**config.mk**
```make
export PLATFORM = sky130hd
export DESIGN_NAME = chain_rdbk_ctrl
export DESIGN_NICKNAME = d
export VERILOG_FILES = /design/src/rtl/chain_rdbk_pkg.sv /design/src/rtl/chain_sync.sv /design/src/rtl/chain_sck_gen.sv /design/src/rtl/chain_word_asm.sv /design/src/rtl/chain_rdbk_ctrl.sv
export SDC_FILE = /design/constraint.sdc
export NUM_CORES = 1
export LEC_CHECK = 0
export CAP_MARGIN = 20
export CORE_ASPECT_RATIO = 1.1
export CORE_MARGIN = 2
export CORE_UTILIZATION = 40
export CTS_BUF_LIST = sky130_fd_sc_hd__clkbuf_8
export DETAILED_ROUTE_END_ITERATION = 10
export GPL_TIMING_DRIVEN = 1
export SYNTH_ARGS = -nofsm -noshare
export SYNTH_HDL_FRONTEND = slang
export SYNTH_HIERARCHICAL = 1
export SYNTH_SLANG_ARGS = --single-unit
```
**constraint.sdc**
```tcl
create_clock -name clk -period 2.8 [get_ports clk]
set_clock_uncertainty 0.2 [all_clocks]
set_input_delay 0.28 -clock clk [delete_from_list [all_inputs] [get_ports clk]]
set_output_delay 0.28 -clock clk [all_outputs]
set_load 0.02 [all_outputs]
```
**src/rtl/chain_rdbk_pkg.sv**
```systemverilog
package chain_rdbk_pkg;
  typedef enum logic [1:0] {
    ST_IDLE  = 2'd0,
    ST_CONV  = 2'd1,
    ST_SHIFT = 2'd2
  } ctl_state_t;
endpackage

```
**src/rtl/chain_sync.sv**
```systemverilog
// Multi-stage synchroniser for the asynchronous serial data input.
module chain_sync #(
  parameter int STAGES = 2
) (
  input  logic clk,
  input  logic rst,
  input  logic d_i,
  output logic q_o
);
  logic [STAGES-1:0] stage_q;

  for (genvar gi = 0; gi < STAGES; gi++) begin : g_stage
    if (gi == 0) begin : g_first
      always_ff @(posedge clk) begin
        if (rst) stage_q[gi] <= 1'b0;
        else     stage_q[gi] <= d_i;
      end
    end else begin : g_next
      always_ff @(posedge clk) begin
        if (rst) stage_q[gi] <= 1'b0;
        else     stage_q[gi] <= stage_q[gi-1];
      end
    end
  end

  assign q_o = stage_q[STAGES-1];
endmodule

```
**src/rtl/chain_sck_gen.sv**
```systemverilog
// Burst serial clock: idles high, PULSES low phases, each phase CLK_DIV cycles.
module chain_sck_gen #(
  parameter int PULSES  = 55,
  parameter int CLK_DIV = 2
) (
  input  logic clk,
  input  logic rst,
  input  logic go_i,
  output logic sck_o,
  output logic fall_o,
  output logic end_o
);
  localparam int CNT_W = $clog2(CLK_DIV + 1);
  localparam int PC_W  = $clog2(PULSES + 1);

  logic             active_q;
  logic             sck_q;
  logic [CNT_W-1:0] phase_q;
  logic [PC_W-1:0]  pulse_q;
  logic             phase_end;

  assign phase_end = active_q && (phase_q == '0);
  assign fall_o    = phase_end && sck_q;
  assign end_o     = phase_end && !sck_q && (pulse_q == PC_W'(PULSES));

  always_ff @(posedge clk) begin
    if (rst) begin
      active_q <= 1'b0;
      sck_q    <= 1'b1;
      phase_q  <= '0;
      pulse_q  <= '0;
    end else if (go_i) begin
      active_q <= 1'b1;
      sck_q    <= 1'b1;
      phase_q  <= CNT_W'(CLK_DIV - 1);
      pulse_q  <= '0;
    end else if (phase_end) begin
      phase_q <= CNT_W'(CLK_DIV - 1);
      if (sck_q) begin
        sck_q   <= 1'b0;
        pulse_q <= pulse_q + 1'b1;
      end else begin
        sck_q <= 1'b1;
        if (pulse_q == PC_W'(PULSES)) active_q <= 1'b0;
      end
    end else if (active_q) begin
      phase_q <= phase_q - 1'b1;
    end
  end

  assign sck_o = sck_q;
endmodule

```
**src/rtl/chain_word_asm.sv**
```systemverilog
// Collects serial samples, drops the first (marker), reorders words.
module chain_word_asm #(
  parameter int NUM_DEV = 3,
  parameter int WORD_W  = 18
) (
  input  logic                      clk,
  input  logic                      rst,
  input  logic                      clr_i,
  input  logic                      bit_vld_i,
  input  logic                      bit_i,
  output logic [NUM_DEV*WORD_W-1:0] words_o
);
  localparam int DATA_BITS = NUM_DEV * WORD_W;

  logic                 skip_q;
  logic [DATA_BITS-1:0] shreg_q;

  always_ff @(posedge clk) begin
    if (rst) begin
      skip_q  <= 1'b1;
      shreg_q <= '0;
    end else if (clr_i) begin
      skip_q <= 1'b1;
    end else if (bit_vld_i) begin
      if (skip_q) skip_q  <= 1'b0;
      else        shreg_q <= {shreg_q[DATA_BITS-2:0], bit_i};
    end
  end

  // First word received ends in the top slice; map it to slot 0.
  for (genvar k = 0; k < NUM_DEV; k++) begin : g_word
    assign words_o[k*WORD_W +: WORD_W] = shreg_q[(NUM_DEV-1-k)*WORD_W +: WORD_W];
  end
endmodule

```
**src/rtl/chain_rdbk_ctrl.sv**
```systemverilog
module chain_rdbk_ctrl
  import chain_rdbk_pkg::*;
#(
  parameter int NUM_DEV     = 3,
  parameter int WORD_W      = 18,
  parameter int CLK_DIV     = 2,
  parameter int TIMEOUT_CYC = 1000,
  parameter int SYNC_STAGES = 2
) (
  input  logic                      clk,
  input  logic                      rst,
  input  logic                      start_i,
  input  logic                      sdo_i,
  output logic                      cnv_o,
  output logic                      sck_o,
  output logic [NUM_DEV*WORD_W-1:0] words_o,
  output logic                      done_o,
  output logic                      err_o
);
  localparam int DATA_BITS = NUM_DEV * WORD_W;
  localparam int PULSES    = DATA_BITS + 1;
  localparam int TMO_W     = $clog2(TIMEOUT_CYC + 1);

  ctl_state_t           state_q;
  logic                 sdo_s;
  logic                 sdo_prev_q;
  logic                 sdo_rise;
  logic                 burst_go;
  logic                 bit_fall;
  logic                 burst_end;
  logic                 asm_clr;
  logic [TMO_W-1:0]     tmo_q;
  logic [DATA_BITS-1:0] asm_words;

  chain_sync #(.STAGES(SYNC_STAGES)) sync_i (
    .clk (clk),
    .rst (rst),
    .d_i (sdo_i),
    .q_o (sdo_s)
  );

  assign sdo_rise = sdo_s && !sdo_prev_q;
  assign burst_go = (state_q == ST_CONV) && sdo_rise;
  assign asm_clr  = (state_q == ST_IDLE) && start_i;

  chain_sck_gen #(.PULSES(PULSES), .CLK_DIV(CLK_DIV)) sck_i (
    .clk    (clk),
    .rst    (rst),
    .go_i   (burst_go),
    .sck_o  (sck_o),
    .fall_o (bit_fall),
    .end_o  (burst_end)
  );

  chain_word_asm #(.NUM_DEV(NUM_DEV), .WORD_W(WORD_W)) asm_i (
    .clk       (clk),
    .rst       (rst),
    .clr_i     (asm_clr),
    .bit_vld_i (bit_fall),
    .bit_i     (sdo_s),
    .words_o   (asm_words)
  );

  always_ff @(posedge clk) begin
    if (rst) begin
      state_q    <= ST_IDLE;
      cnv_o      <= 1'b0;
      done_o     <= 1'b0;
      err_o      <= 1'b0;
      tmo_q      <= '0;
      words_o    <= '0;
      sdo_prev_q <= 1'b0;
    end else begin
      sdo_prev_q <= sdo_s;
      done_o     <= 1'b0;
      case (state_q)
        ST_IDLE: begin
          if (start_i) begin
            state_q <= ST_CONV;
            cnv_o   <= 1'b1;
            err_o   <= 1'b0;
            tmo_q   <= '0;
          end
        end
        ST_CONV: begin
          if (sdo_rise) begin
            state_q <= ST_SHIFT;
          end else if (tmo_q == TMO_W'(TIMEOUT_CYC - 1)) begin
            state_q <= ST_IDLE;
            cnv_o   <= 1'b0;
            err_o   <= 1'b1;
          end else begin
            tmo_q <= tmo_q + 1'b1;
          end
        end
        ST_SHIFT: begin
          if (burst_end) begin
            state_q <= ST_IDLE;
            cnv_o   <= 1'b0;
            done_o  <= 1'b1;
            words_o <= asm_words;
          end
        end
        default: state_q <= ST_IDLE;
      endcase
    end
  end
endmodule

```
==> out/qor.csv <==
metric,value,unit
dr.pass1.iters,4,
grt_pass1_wl,18.3,mm
post-place-ws,0.643,ns
wl,10.6,mm
fp-row-count,44,
synth_common_cells,"dfxtp_1, nand2_1, a21oi_1, nand2b_1, mux2i_1",
tritoncts,done,
use_met3,5.15,%
synth_area_leaders,"dfxtp_1, mux2i_1, nand2_1, nand2b_1, a21oi_1",
ff2ff_path_depth,8,
cp_num_buf_inv,2,
r2r_start,sck_i/phase_q[0],
first_iter_violations,154,
grtUsageMet1,19.4,%
hold_viol,0,
clk_path_buf_depth,2,
worstMarginPinSlew,0.503,ns
yosysTopAreaCell,dfxtp_1,
cts_sinks,137,
final_antenna_net_count,0,
io_buffers,61,
avgSynthCellArea,9.41,um2
max_cap_violations,0,
cts.clk_slew.worst_paths,0.07,ns
overflow,0,
insertedDiodeCount,0,
worstPathRequired,2.97,ns
maxSlewViolCount,0,
via_count,3969,
cp_slowest_cell,dfxtp_1,
leakagePower,2.18,nW
grt_pass1_vias,4026,
hp-start,rst,
crit_arrival,2.30,ns
nets,640,
clock_latency,0.44,ns
grt_max_degree,56,
max-slew-margin-rel,66.5,%
gp_congestion,0.822,
post_cts.repair.setup_buffers,0,
drive_gt1_share,7.94,%
setup_viol,0,
cts_root_buf,clkbuf_8,
vias_per_cell,4.94,
setup_slack,0.671,ns
cpLargestDelayFamily,simple AND/OR/NAND/NOR gates,
rsz0062_at_grt,false,
holdPathEnd,sync_i/q_o,
hold_path_class,input pin to flop,
power_density,598,nW/um2
die_h,126,um
ctsHoldBuffers,0,
critPathKind,flop to flop,
period_minus_slack,2.13,ns
synthCells,577,
crit_fanout,45,
crit_chain,"inv_1, ha_1, nand4_1, nor2_1, and2_2, buf_12, nand2_1, a21oi_1",
yosysMostFrequentCell,dfxtp_1,
grt_use_total,15.8,%
holdPathStages,2,
antenna_found_initial,0,
synth_edf_count,0,
reg2reg_to,words_o[35],
totalNegativeSetupSlack,0,ns
die_area,14500,um2
dpl.hpwl,6.90,mm
syn_nets,588,
r2r_slack,0.67,ns
yosysSeqAreaShare,50.5,%
io_pins,62,
cts_resized,0,
fin_crit_sh,76.0,%
grtUsageMet2,25.3,%
critPathMaxStageDelay,0.32,ns
outcome,finished clean,
htreeDepth,4,
fmaxAchievable,0.470,GHz
route.detailed.drc,0,
syn_to_final_growth,20.6,%
cp-start-kind,flop,
ys_seq_elements,137,
wl_per_cell,13.2,um
grt.busiest_layer,met2,
initial_core_util,41.1,%
synth_cell_types,50,
critPathCaptureType,flop,
max-vdd-ir-drop,0.249,mV
yosysWarningCount,6,
numCtsBuffers,17,
netlist_area,5430,um2
chipWidth,115,um
synthFlopType,dfxtp_1,
async_flop_share,0,%
post-synth-top-area-fraction,50.5,%
core-area,13200,um2
state kept, by name, indices dropped and copies added (netlist names):
signal / flops
err_o: 1
cnv_o: 1
sdo_prev_q: 1
sck_i/active_q: 1
sck_i/sck_o: 1
tmo_q: 10
state_q: 2
sync_i/q_o: 1
done_o: 1
sck_i/phase_q: 2
sck_i/pulse_q: 6
asm_i/skip_q: 1
asm_i/shreg_q: 54
words_o: 54
sync_i/stage_q: 1
worst max path at each step:
stage	slack, ns	cells past startpoint	to	startpoint
floorplan	0.82	9	words_o[6]	sck_i/phase_q[0]
global placement	0.68	6	asm_i/shreg_q[28]	start_i
detailed placement	0.64	6	asm_i/shreg_q[42]	start_i
CTS	0.66	8	words_o[35]	sck_i/phase_q[0]
global route	0.48	8	words_o[1]	sck_i/phase_q[0]
finish	0.67	8	words_o[35]	sck_i/phase_q[0]
area by class of cell:
type	instances	area (um2)
repair buffers	67	678
flip-flops and latches	137	2740
inverters	13	48.8
clock buffers	20	275
multi-input cells	393	2420
fillers	1272	6670
clock inverters	12	180
well taps	161	201
worst reg2reg max path: cells and delay by family, from the launching register on:
kind,cells,cell delay (ns)
and+or+nand+nor,4,0.83
adders and majority gates,1,0.25
buffers and inverters,2,0.32
AOI/OAI and AO/OA,1,0.14
DFF,1,0.32
cell usage in the layout (no fill, tap or decap), types with 6 or more instances in the layout:
master,netlist,routed
nand4_1,8,8
clkdlybuf4s50_1,0,60
inv_1,12,16
ha_1,7,7
dfxtp_1,137,137
nor2b_1,6,6
nand2_1,117,116
or3_1,7,7
o21ai_0,10,10
a21oi_1,70,70
mux2i_1,56,56
nor2_1,10,10
nand2b_1,58,58
clkbuf_8,0,20
power by group:
group / switching (mW) / internal, mW
clock: 0.709 / 1.11
sequential: 0.00927 / 1.96
combinational: 0.0738 / 0.0471
total: 0.792 / 3.12
metal layers:
| metal | vias to the layer above | part of all wire [%] |
|---|---|---|
| li1 | 2060 | - |
| met1 | 1826 | 47 |
| met2 | 65 | 48 |
| met3 | 18 | 3.6 |
| met4 | 0 | 1.7 |
| met5 | - | 0 |
stage by stage:
step / power, mW / hold slack, ns / std cells / cell area (um2) / utilization, %
after floorplan: 2.10 / 0.149 / 577 / 5430 / -
after global placement: 2.13 / 0.228 / 771 / 6090 / 46.1
after detailed placement: 2.13 / 0.229 / 771 / 6090 / 46.1
after CTS: 3.97 / 0.0731 / 803 / 6550 / 49.5
after global routing: 4.06 / 0.106 / 803 / 6550 / 49.5
final: 3.91 / 0.0985 / 803 / 6550 / 49.5
cell families after synthesis:
group,synth area share [%]
AO/OA/AOI/OAI,9.89
XOR/XNOR,0.645
adder cells (fa/ha/maj),1.61
buffers and inverters,5.12
flip-flops,50.5
multiplexers,10.5
AND/OR/NAND/NOR,21.7
(Power assumes the default switching activity.)
